<file path="config.mk">
export PLATFORM = sky130hd
export DESIGN_NAME = uart_line_monitor
export DESIGN_NICKNAME = d
export VERILOG_FILES = /design/src/rtl/uart_mon_pkg.sv /design/src/rtl/line_state_tracker.sv /design/src/rtl/rx_char_router.sv /design/src/rtl/event_reg.sv /design/src/rtl/uart_line_monitor.sv
export SDC_FILE = /design/constraint.sdc
export NUM_CORES = 1
export LEC_CHECK = 0
export BUFFER_PORTS_ARGS = -buffer_cell sky130_fd_sc_hd__buf_2
export CAP_MARGIN = 20
export CORE_ASPECT_RATIO = 0.6
export CORE_UTILIZATION = 35
export DETAILED_ROUTE_END_ITERATION = 10
export HOLD_SLACK_MARGIN = 0.05
export PLACE_DENSITY = 0.75
export SLEW_MARGIN = 15
export SYNTH_ARGS = -nofsm -noshare
export SYNTH_HDL_FRONTEND = slang
export SYNTH_SLANG_ARGS = --single-unit
</file>
<file path="constraint.sdc">
create_clock -name clk -period 1.2 [get_ports clk]
set_input_delay 0.12 -clock clk [delete_from_list [all_inputs] [get_ports clk]]
set_output_delay 0.12 -clock clk [all_outputs]
set_load 0.005 [all_outputs]
</file>
<file path="src/rtl/uart_mon_pkg.sv">
package uart_mon_pkg;

  localparam int unsigned NUM_EVT = 5;

  typedef enum logic [2:0] {
    EV_IDLE_CHG = 3'd0,
    EV_BRK_BEG  = 3'd1,
    EV_BRK_FIN  = 3'd2,
    EV_BUSY     = 3'd3,
    EV_RXBUF    = 3'd4
  } evt_idx_e;

  function automatic logic is_mark_char(input logic [15:0] data, input int unsigned width,
                                        input logic stop);
    logic all1;
    all1 = 1'b1;
    for (int i = 0; i < 16; i++) begin
      if (i < int'(width)) all1 = all1 & data[i];
    end
    return all1 & stop;
  endfunction

  function automatic logic is_space_char(input logic [15:0] data, input int unsigned width,
                                         input logic stop);
    logic any1;
    any1 = 1'b0;
    for (int i = 0; i < 16; i++) begin
      if (i < int'(width)) any1 = any1 | data[i];
    end
    return ~any1 & ~stop;
  endfunction

  function automatic logic any_rx_error(input logic par, input logic frm, input logic ovr,
                                        input logic cdl);
    return par | frm | ovr | cdl;
  endfunction

endpackage

</file>
<file path="src/rtl/line_state_tracker.sv">
module line_state_tracker
  import uart_mon_pkg::*;
#(
  parameter int unsigned DATA_W = 8
) (
  input  logic              clk,
  input  logic              rst_n,
  input  logic              rx_line,
  input  logic              bit_tick,
  input  logic              char_valid,
  input  logic [DATA_W-1:0] char_data,
  input  logic              char_stop,
  output logic              idle_q,
  output logic              idle_chg,
  output logic              brk_beg,
  output logic              brk_fin
);

  logic [15:0] data_ext;
  logic        mark_char;
  logic        space_char;
  logic        zero_tick;
  logic        one_tick;
  logic        idle_nxt;
  logic        in_brk_q;

  assign data_ext   = 16'(char_data);
  assign mark_char  = char_valid & is_mark_char(data_ext, DATA_W, char_stop);
  assign space_char = char_valid & is_space_char(data_ext, DATA_W, char_stop);
  assign zero_tick  = bit_tick & ~rx_line;
  assign one_tick   = bit_tick & rx_line;

  always_comb begin
    idle_nxt = idle_q;
    if (mark_char) idle_nxt = 1'b1;
    if (zero_tick) idle_nxt = 1'b0;
  end

  assign idle_chg = idle_nxt ^ idle_q;
  assign brk_beg  = space_char & ~in_brk_q;
  assign brk_fin  = one_tick & in_brk_q;

  always_ff @(posedge clk) begin
    if (!rst_n) begin
      idle_q   <= 1'b0;
      in_brk_q <= 1'b0;
    end else begin
      idle_q <= idle_nxt;
      if (brk_fin) in_brk_q <= 1'b0;
      else if (brk_beg) in_brk_q <= 1'b1;
    end
  end

  AST_IDLE_TOGGLES: assert property (@(posedge clk) disable iff (!rst_n)
    idle_chg |=> (idle_q != $past(idle_q))) else $error("idle change lost");

  AST_IDLE_HOLDS: assert property (@(posedge clk) disable iff (!rst_n)
    !idle_chg |=> $stable(idle_q)) else $error("idle moved silently");

  AST_BRK_ONCE: assert property (@(posedge clk) disable iff (!rst_n)
    brk_beg |=> !brk_beg) else $error("repeated break start");

  AST_FIN_AFTER_BEG: assert property (@(posedge clk) disable iff (!rst_n)
    brk_fin |=> !brk_fin) else $error("repeated break end");

endmodule

</file>
<file path="src/rtl/rx_char_router.sv">
module rx_char_router
  import uart_mon_pkg::*;
#(
  parameter int unsigned DATA_W = 8
) (
  input  logic              clk,
  input  logic              rst_n,
  input  logic              char_valid,
  input  logic [DATA_W-1:0] char_data,
  input  logic              err_parity,
  input  logic              err_framing,
  input  logic              err_overrun,
  input  logic              err_cd_lost,
  input  logic              buf_close,
  input  logic              buf_avail,
  output logic              busy_hit,
  output logic              rxbuf_hit,
  output logic              store_valid,
  output logic [DATA_W-1:0] store_data
);

  logic accept;
  logic has_err;

  assign accept    = char_valid & buf_avail;
  assign has_err   = any_rx_error(err_parity, err_framing, err_overrun, err_cd_lost);
  assign busy_hit  = char_valid & ~buf_avail;
  assign rxbuf_hit = accept & (buf_close | has_err);

  always_ff @(posedge clk) begin
    if (!rst_n) begin
      store_valid <= 1'b0;
      store_data  <= '0;
    end else begin
      store_valid <= accept;
      if (accept) store_data <= char_data;
    end
  end

  AST_DROP_NOT_STORED: assert property (@(posedge clk) disable iff (!rst_n)
    busy_hit |=> !store_valid) else $error("dropped char stored");

  AST_STORE_ONE_CYCLE: assert property (@(posedge clk) disable iff (!rst_n)
    (store_valid && !$past(char_valid)) |-> 1'b0) else $error("store without char");

endmodule

</file>
<file path="src/rtl/event_reg.sv">
module event_reg #(
  parameter int unsigned N = 5
) (
  input  logic         clk,
  input  logic         rst_n,
  input  logic [N-1:0] set_i,
  input  logic [N-1:0] clr_i,
  input  logic         mask_wr,
  input  logic [N-1:0] mask_wdata,
  output logic [N-1:0] evt_q,
  output logic [N-1:0] mask_q,
  output logic         irq
);

  always_ff @(posedge clk) begin
    if (!rst_n) mask_q <= '0;
    else if (mask_wr) mask_q <= mask_wdata;
  end

  for (genvar g = 0; g < N; g++) begin : g_bit
    always_ff @(posedge clk) begin
      if (!rst_n) evt_q[g] <= 1'b0;
      else if (set_i[g]) evt_q[g] <= 1'b1;
      else if (clr_i[g]) evt_q[g] <= 1'b0;
    end

    AST_STICKY_SET: assert property (@(posedge clk) disable iff (!rst_n)
      set_i[g] |=> evt_q[g]) else $error("event not latched");

    AST_W1C: assert property (@(posedge clk) disable iff (!rst_n)
      (clr_i[g] && !set_i[g]) |=> !evt_q[g]) else $error("clear ignored");

    AST_NO_SPURIOUS: assert property (@(posedge clk) disable iff (!rst_n)
      (!evt_q[g] && !set_i[g]) |=> !evt_q[g]) else $error("spurious event");
  end

  assign irq = |(evt_q & mask_q);

endmodule

</file>
<file path="src/rtl/uart_line_monitor.sv">
module uart_line_monitor
  import uart_mon_pkg::*;
#(
  parameter int unsigned DATA_W = 8
) (
  input  logic              clk,
  input  logic              rst_n,
  input  logic              rx_line,
  input  logic              bit_tick,
  input  logic              char_valid,
  input  logic [DATA_W-1:0] char_data,
  input  logic              char_stop,
  input  logic              err_parity,
  input  logic              err_framing,
  input  logic              err_overrun,
  input  logic              err_cd_lost,
  input  logic              buf_close,
  input  logic              buf_avail,
  input  logic [4:0]        evt_clr,
  input  logic              mask_wr,
  input  logic [4:0]        mask_wdata,
  output logic [4:0]        evt,
  output logic [4:0]        mask,
  output logic              irq,
  output logic              idle_status,
  output logic              store_valid,
  output logic [DATA_W-1:0] store_data
);

  logic               idle_chg;
  logic               brk_beg;
  logic               brk_fin;
  logic               busy_hit;
  logic               rxbuf_hit;
  logic [NUM_EVT-1:0] evt_set;

  line_state_tracker #(.DATA_W(DATA_W)) u_line (
    .clk        (clk),
    .rst_n      (rst_n),
    .rx_line    (rx_line),
    .bit_tick   (bit_tick),
    .char_valid (char_valid),
    .char_data  (char_data),
    .char_stop  (char_stop),
    .idle_q     (idle_status),
    .idle_chg   (idle_chg),
    .brk_beg    (brk_beg),
    .brk_fin    (brk_fin)
  );

  rx_char_router #(.DATA_W(DATA_W)) u_route (
    .clk         (clk),
    .rst_n       (rst_n),
    .char_valid  (char_valid),
    .char_data   (char_data),
    .err_parity  (err_parity),
    .err_framing (err_framing),
    .err_overrun (err_overrun),
    .err_cd_lost (err_cd_lost),
    .buf_close   (buf_close),
    .buf_avail   (buf_avail),
    .busy_hit    (busy_hit),
    .rxbuf_hit   (rxbuf_hit),
    .store_valid (store_valid),
    .store_data  (store_data)
  );

  always_comb begin
    evt_set              = '0;
    evt_set[EV_IDLE_CHG] = idle_chg;
    evt_set[EV_BRK_BEG]  = brk_beg;
    evt_set[EV_BRK_FIN]  = brk_fin;
    evt_set[EV_BUSY]     = busy_hit;
    evt_set[EV_RXBUF]    = rxbuf_hit;
  end

  event_reg #(.N(NUM_EVT)) u_evt (
    .clk        (clk),
    .rst_n      (rst_n),
    .set_i      (evt_set),
    .clr_i      (evt_clr),
    .mask_wr    (mask_wr),
    .mask_wdata (mask_wdata),
    .evt_q      (evt),
    .mask_q     (mask),
    .irq        (irq)
  );

  AST_BUSY_NOT_RXBUF: assert property (@(posedge clk) disable iff (!rst_n)
    !(busy_hit && rxbuf_hit)) else $error("busy and rxbuf together");

  AST_IRQ_NEEDS_MASK: assert property (@(posedge clk) disable iff (!rst_n)
    (mask == '0) |-> !irq) else $error("irq with empty mask");

endmodule

</file>
# --- Word-level counts from Yosys, hierarchy flattened ---
# Cells that the tools add are included.
word_totals:
  register_bits: 21
  inputBits: 31
  output_inout_bits: 21
  wordCells: 66
op_classes:
  muxes: 12
  bitwise_logic: 37
  reduce_logical: 7
ops:
  columns: ["op", "count"]
  rows:
  - ["1-bit AND", 18]
  - ["1-bit 2-to-1 mux", 12]
  - ["1-bit bitwise OR", 11]
  - ["2-bit nonzero test", 5]
  - ["1-bit NOT", 6]
  - ["5-bit AND", 1]
  - ["5-bit OR reduction", 1]
  - ["2-bit OR reduction", 1]
  - ["1-bit bitwise XOR", 1]

# --- Depth between registers and ports, before layout ---
depth:
  depth_word: 13
  mapped_depth: 4
  mapped_depth_nobuf: 3

# --- Cells and area by module ---
# From an unflattened synthesis, not the netlist that was laid out.
unflattened:
  hier_cells: 96
  hier_area_um2: 954.7
by_module_without_submodules:
  columns: ["module", "n_inst", "cells_each", "area_each_um2"]
  rows:
  - ["rx_char_router", 1, 42, 427.9]
  - ["event_reg", 1, 35, 384.1]
  - ["line_state_tracker", 1, 19, 142.6]

# --- Worst setup path after synthesis ---
# Ideal clock, no wire load.
synth_path:
  kind: "flip-flop to flip-flop"
  startpoint: "register u_line.idle_q"
  endpoint: "register u_evt.evt_q[0]"
  setup_time_ns: 0.088
  arrival_ns: 1.015
  t_required_ns: 1.112
  slack_ns: 0.097
  path_stages_with_launch: 3
  path_buffers: 0
  synth_period_minus_slack_ns: 1.103
  cell_sequence: "dfxtp_1 > or4b_4 > o32ai_2"
synth_via:
  elab_chain_len: 4
  word_cells_on_any_way: 5
  classes_between: "mux: 3; bitwise: 1; reduce/logical: 1"
synth_lines:
  columns: ["element", "line", "text"]
  rows:
  - ["start: declaration", "line_state_tracker.sv:13", "output logic idle_q,"]
  - ["start signal: assignment", "line_state_tracker.sv:48", "idle_q <= idle_nxt;"]
  - ["1-bit 2-to-1 mux", "line_state_tracker.sv:35", "if (mark_char) idle_nxt = 1'b1;"]
  - ["1-bit 2-to-1 mux", "line_state_tracker.sv:36", "if (zero_tick) idle_nxt = 1'b0;"]
  - ["1-bit bitwise XOR (*)", "line_state_tracker.sv:39", "assign idle_chg = idle_nxt ^ idle_q;"]
  - ["1-bit 2-to-1 mux or 2-bit nonzero test (tied branches)", null, null]
  - ["end signal: indexed assignment", "event_reg.sv:22", "if (!rst_n) evt_q[g] <= 1'b0;"]
  - ["end signal: indexed assignment", "event_reg.sv:23", "else if (set_i[g]) evt_q[g] <= 1'b1;"]
  - ["end signal: indexed assignment", "event_reg.sv:24", "else if (clr_i[g]) evt_q[g] <= 1'b0;"]
  - ["end: declaration", "event_reg.sv:10", "output logic [N-1:0] evt_q,"]
# Every way passes the cells marked *; elsewhere a longest branch is shown, timed or not.
# A chain may end at the register's enable or synchronous reset.

# --- Worst setup path after layout ---
layout_path:
  startpoint: "register u_evt.evt_q[0]"
  endpoint: "output irq"
layout_via:
  elab_chain_len: 2
layout_lines:
  columns: ["element", "line", "text"]
  rows:
  - ["5-bit AND", "event_reg.sv:37", "assign irq = |(evt_q & mask_q);"]
  - ["5-bit OR reduction", "event_reg.sv:37", null]
  - ["end: declaration", "uart_line_monitor.sv:24", "output logic irq,"]
# Every way passes these cells.

==> qor.txt <==
clock buffer depth: 2
Worst Path Arrival: 1.17 ns
DR pass1 iterations: 4
I/O Buffers: 51
cts bufs inserted: 3
minimum clock period: 1.29 ns
fmax: 773 MHz
CP Capture Type: output pin
FF+latch area: 423 sq um
Boundary Pins: 52
# DRC: 0
Skew-Pair Late Insertion Delay: 0.25 ns
Final Hold Fails: 0
worst-path maximum fanout: 2
Clock transition at path regs: 0.07 ns
first-pass GRT wire length: 3220 microns
status: complete, but fails checks
Hold WC Path Type: in -> reg
area of the multi-input gates: 392 sq um
clock tree root buffer cell: clkbuf_8
net count after synthesis: 126
Clock Skew: 0.000465 ns
sequential area share after synthesis: 0.504
TritonCTS clock tree: yes
pin count of the biggest net entering global routing: 17
Max-slew headroom: 0.768
DIE AREA: 0.00259 sq mm
via count: 854
DR iter-0 viols: 47
number of global-route vias before repair: 688
Core Region: 0.00221 sq mm
overall routing resource usage: 0.175
Initial Util: 0.377
critical path type: reg -> out
commonest non-fill, non-tap cells in the layout: buf_2, nand2_1, dfxtp_1
critical-path cell list: a222oi_1 -> nand2_1 -> buf_2
post-synthesis cell area: 835 sq um
Pins Over Slew Limit: 0
antenna fix cells: 0
Synth Warn #: 0
slack of the critical path: -0.0931 ns
Final #Nets: 182
filler instances: 230
Die W: 65.0 microns
RSZ-0062 raised after global routing: yes
Max stage delay on crit path: 0.39 ns
CP max stage cell: a222oi_1
max cap viols: 0
peak supply drop: 0.569 mV
PD cells: 1150 mW/mm^2
startpoint types: register
hpwl dp: 1740 microns
Core Util, Final: 0.536
crit-path leading delay family: compound AO/OA/AOI/OAI gates
Die Y: 39.8 microns
worst path required time: 1.08 ns
P_leak: 0.000593 uW
Bufs and invs on worst path: 1
global route overflow: 0
Design Power: 1360 uW
layout cells sized above 1: 0.413
Final period util: 1.08
DRT antenna net count: 0
cts hold-fix bufs: 0
htree depth: 1
initial antenna violation count: 0
#FFs+latches synth: 21
std cell rows: 13
Slew @ Worst Pin: 0.349 ns
final setup vio count: 1
synth-to-layout area growth: 42.1%
failing checks: negative setup slack
commonest non-fill, non-tap cell in the layout: buf_2
WL per Instance: 12.1 microns
Via density: 4.74
syn avg cell area: 8.78 sq um
Cells after Synth: 95
clock tree sinks: 21
GP Congestion: 0.682
Netlist cell types: 24
routed wire length: 2180 microns
tightest hold or removal path, stage by stage:
cell and delay, ns:
buf_2 0.08, o21ai_0 0.07, nand2_1 0.05
sequential cells by signal, indices dropped and copies added, names as in the netlist:
| register | flops |
|---|---|
| u_route.store_data | 8 |
| u_evt.evt_q | 5 |
| u_evt.mask_q | 5 |
| u_line.idle_q | 1 |
| u_line.in_brk_q | 1 |
| u_route.store_valid | 1 |
cells by family (layout without fill, tap and decap cells):
family,after synthesis,in the layout,share of synthesized area
muxes,5,5,0.0600
DFF,21,21,0.504
and+or+nand+nor,47,47,0.283
buffers and inverters,6,61,0.0270
AOI/OAI and AO/OA,16,16,0.126
area by class of cell:
class	count	area share
clock buffers	4	0.0380
inverters	3	0.00949
multi-input cells	68	0.330
flip-flops and latches	21	0.357
well taps	30	0.0316
repair buffers	54	0.234
cell usage after synthesis:
| cell type | n | area share |
|---|---|---|
| o31ai_1 | 1 | 0.0090 |
| nand3b_1 | 2 | 0.018 |
| nand2b_1 | 4 | 0.030 |
| inv_2 | 1 | 0.0045 |
| nand2_1 | 23 | 0.10 |
| nor4b_1 | 2 | 0.021 |
| o32ai_2 | 1 | 0.019 |
| a222oi_1 | 1 | 0.012 |
| nand3_1 | 3 | 0.018 |
| inv_1 | 2 | 0.0090 |
| a21oi_1 | 10 | 0.060 |
| a2bb2oi_1 | 1 | 0.010 |
| and2_1 | 1 | 0.0075 |
| clkbuf_1 | 3 | 0.013 |
| dfxtp_1 | 21 | 0.50 |
| and3_1 | 2 | 0.015 |
| or4_1 | 1 | 0.0090 |
| mux2i_1 | 5 | 0.060 |
| or4b_4 | 1 | 0.016 |
| a22oi_1 | 1 | 0.0090 |
| nor4_1 | 1 | 0.0075 |
| nor2_1 | 5 | 0.022 |
| nand4_1 | 2 | 0.015 |
| o21ai_0 | 1 | 0.0060 |
worst paths after layout:
path | startpoint | endpoint | slack [ns] | cells after the start
worst max register to register | u_line.idle_q | u_evt.evt_q[0] | 0.07 | 2
worst max-delay path | u_evt.evt_q[0] | irq | -0.09 | 3
worst min-delay path | err_framing | u_evt.evt_q[4] | 0.09 | 3
worst min register to register | u_route.store_data[1] | u_route.store_data[1] | 0.45 | 2
layer usage:
metal,vias to the layer above,track usage,routed length (microns)
met5,-,0,0
met4,0,0.0489,0
met3,0,0.0581,158
met2,32,0.242,880
met1,376,0.250,1150
li1,446,-,-
timing repair:
action / in CTS / in global routing
cloned: 0 / 0
endpoints found under the setup margin: 1 / 1
pin swaps: 1 / 0
gates resized for setup: 1 / 1
setup buffers: 1 / 0
stage by stage:
stage / hold WS [ns] / instances / cell area, sq um / setup WS [ns] / TNS [ns]
global placement: 0.352 / 175 / 1130 / 0.101 / 0
CTS: 0.0872 / 180 / 1180 / -0.112 / -0.112
finish: 0.0940 / 180 / 1190 / -0.0931 / -0.0931
detailed placement: 0.358 / 175 / 1130 / 0.0634 / 0
floorplan: 0.256 / 95 / 835 / 0.0972 / 0
global route: 0.104 / 180 / 1190 / -0.155 / -0.155
report_power, final:
part	total (uW)	internal (uW)	switching, uW
Combinational	176	88.6	87.0
Clock	446	236	210
Sequential	740	725	15.1
No activity file was read; power rests on OpenSTA's default activity.
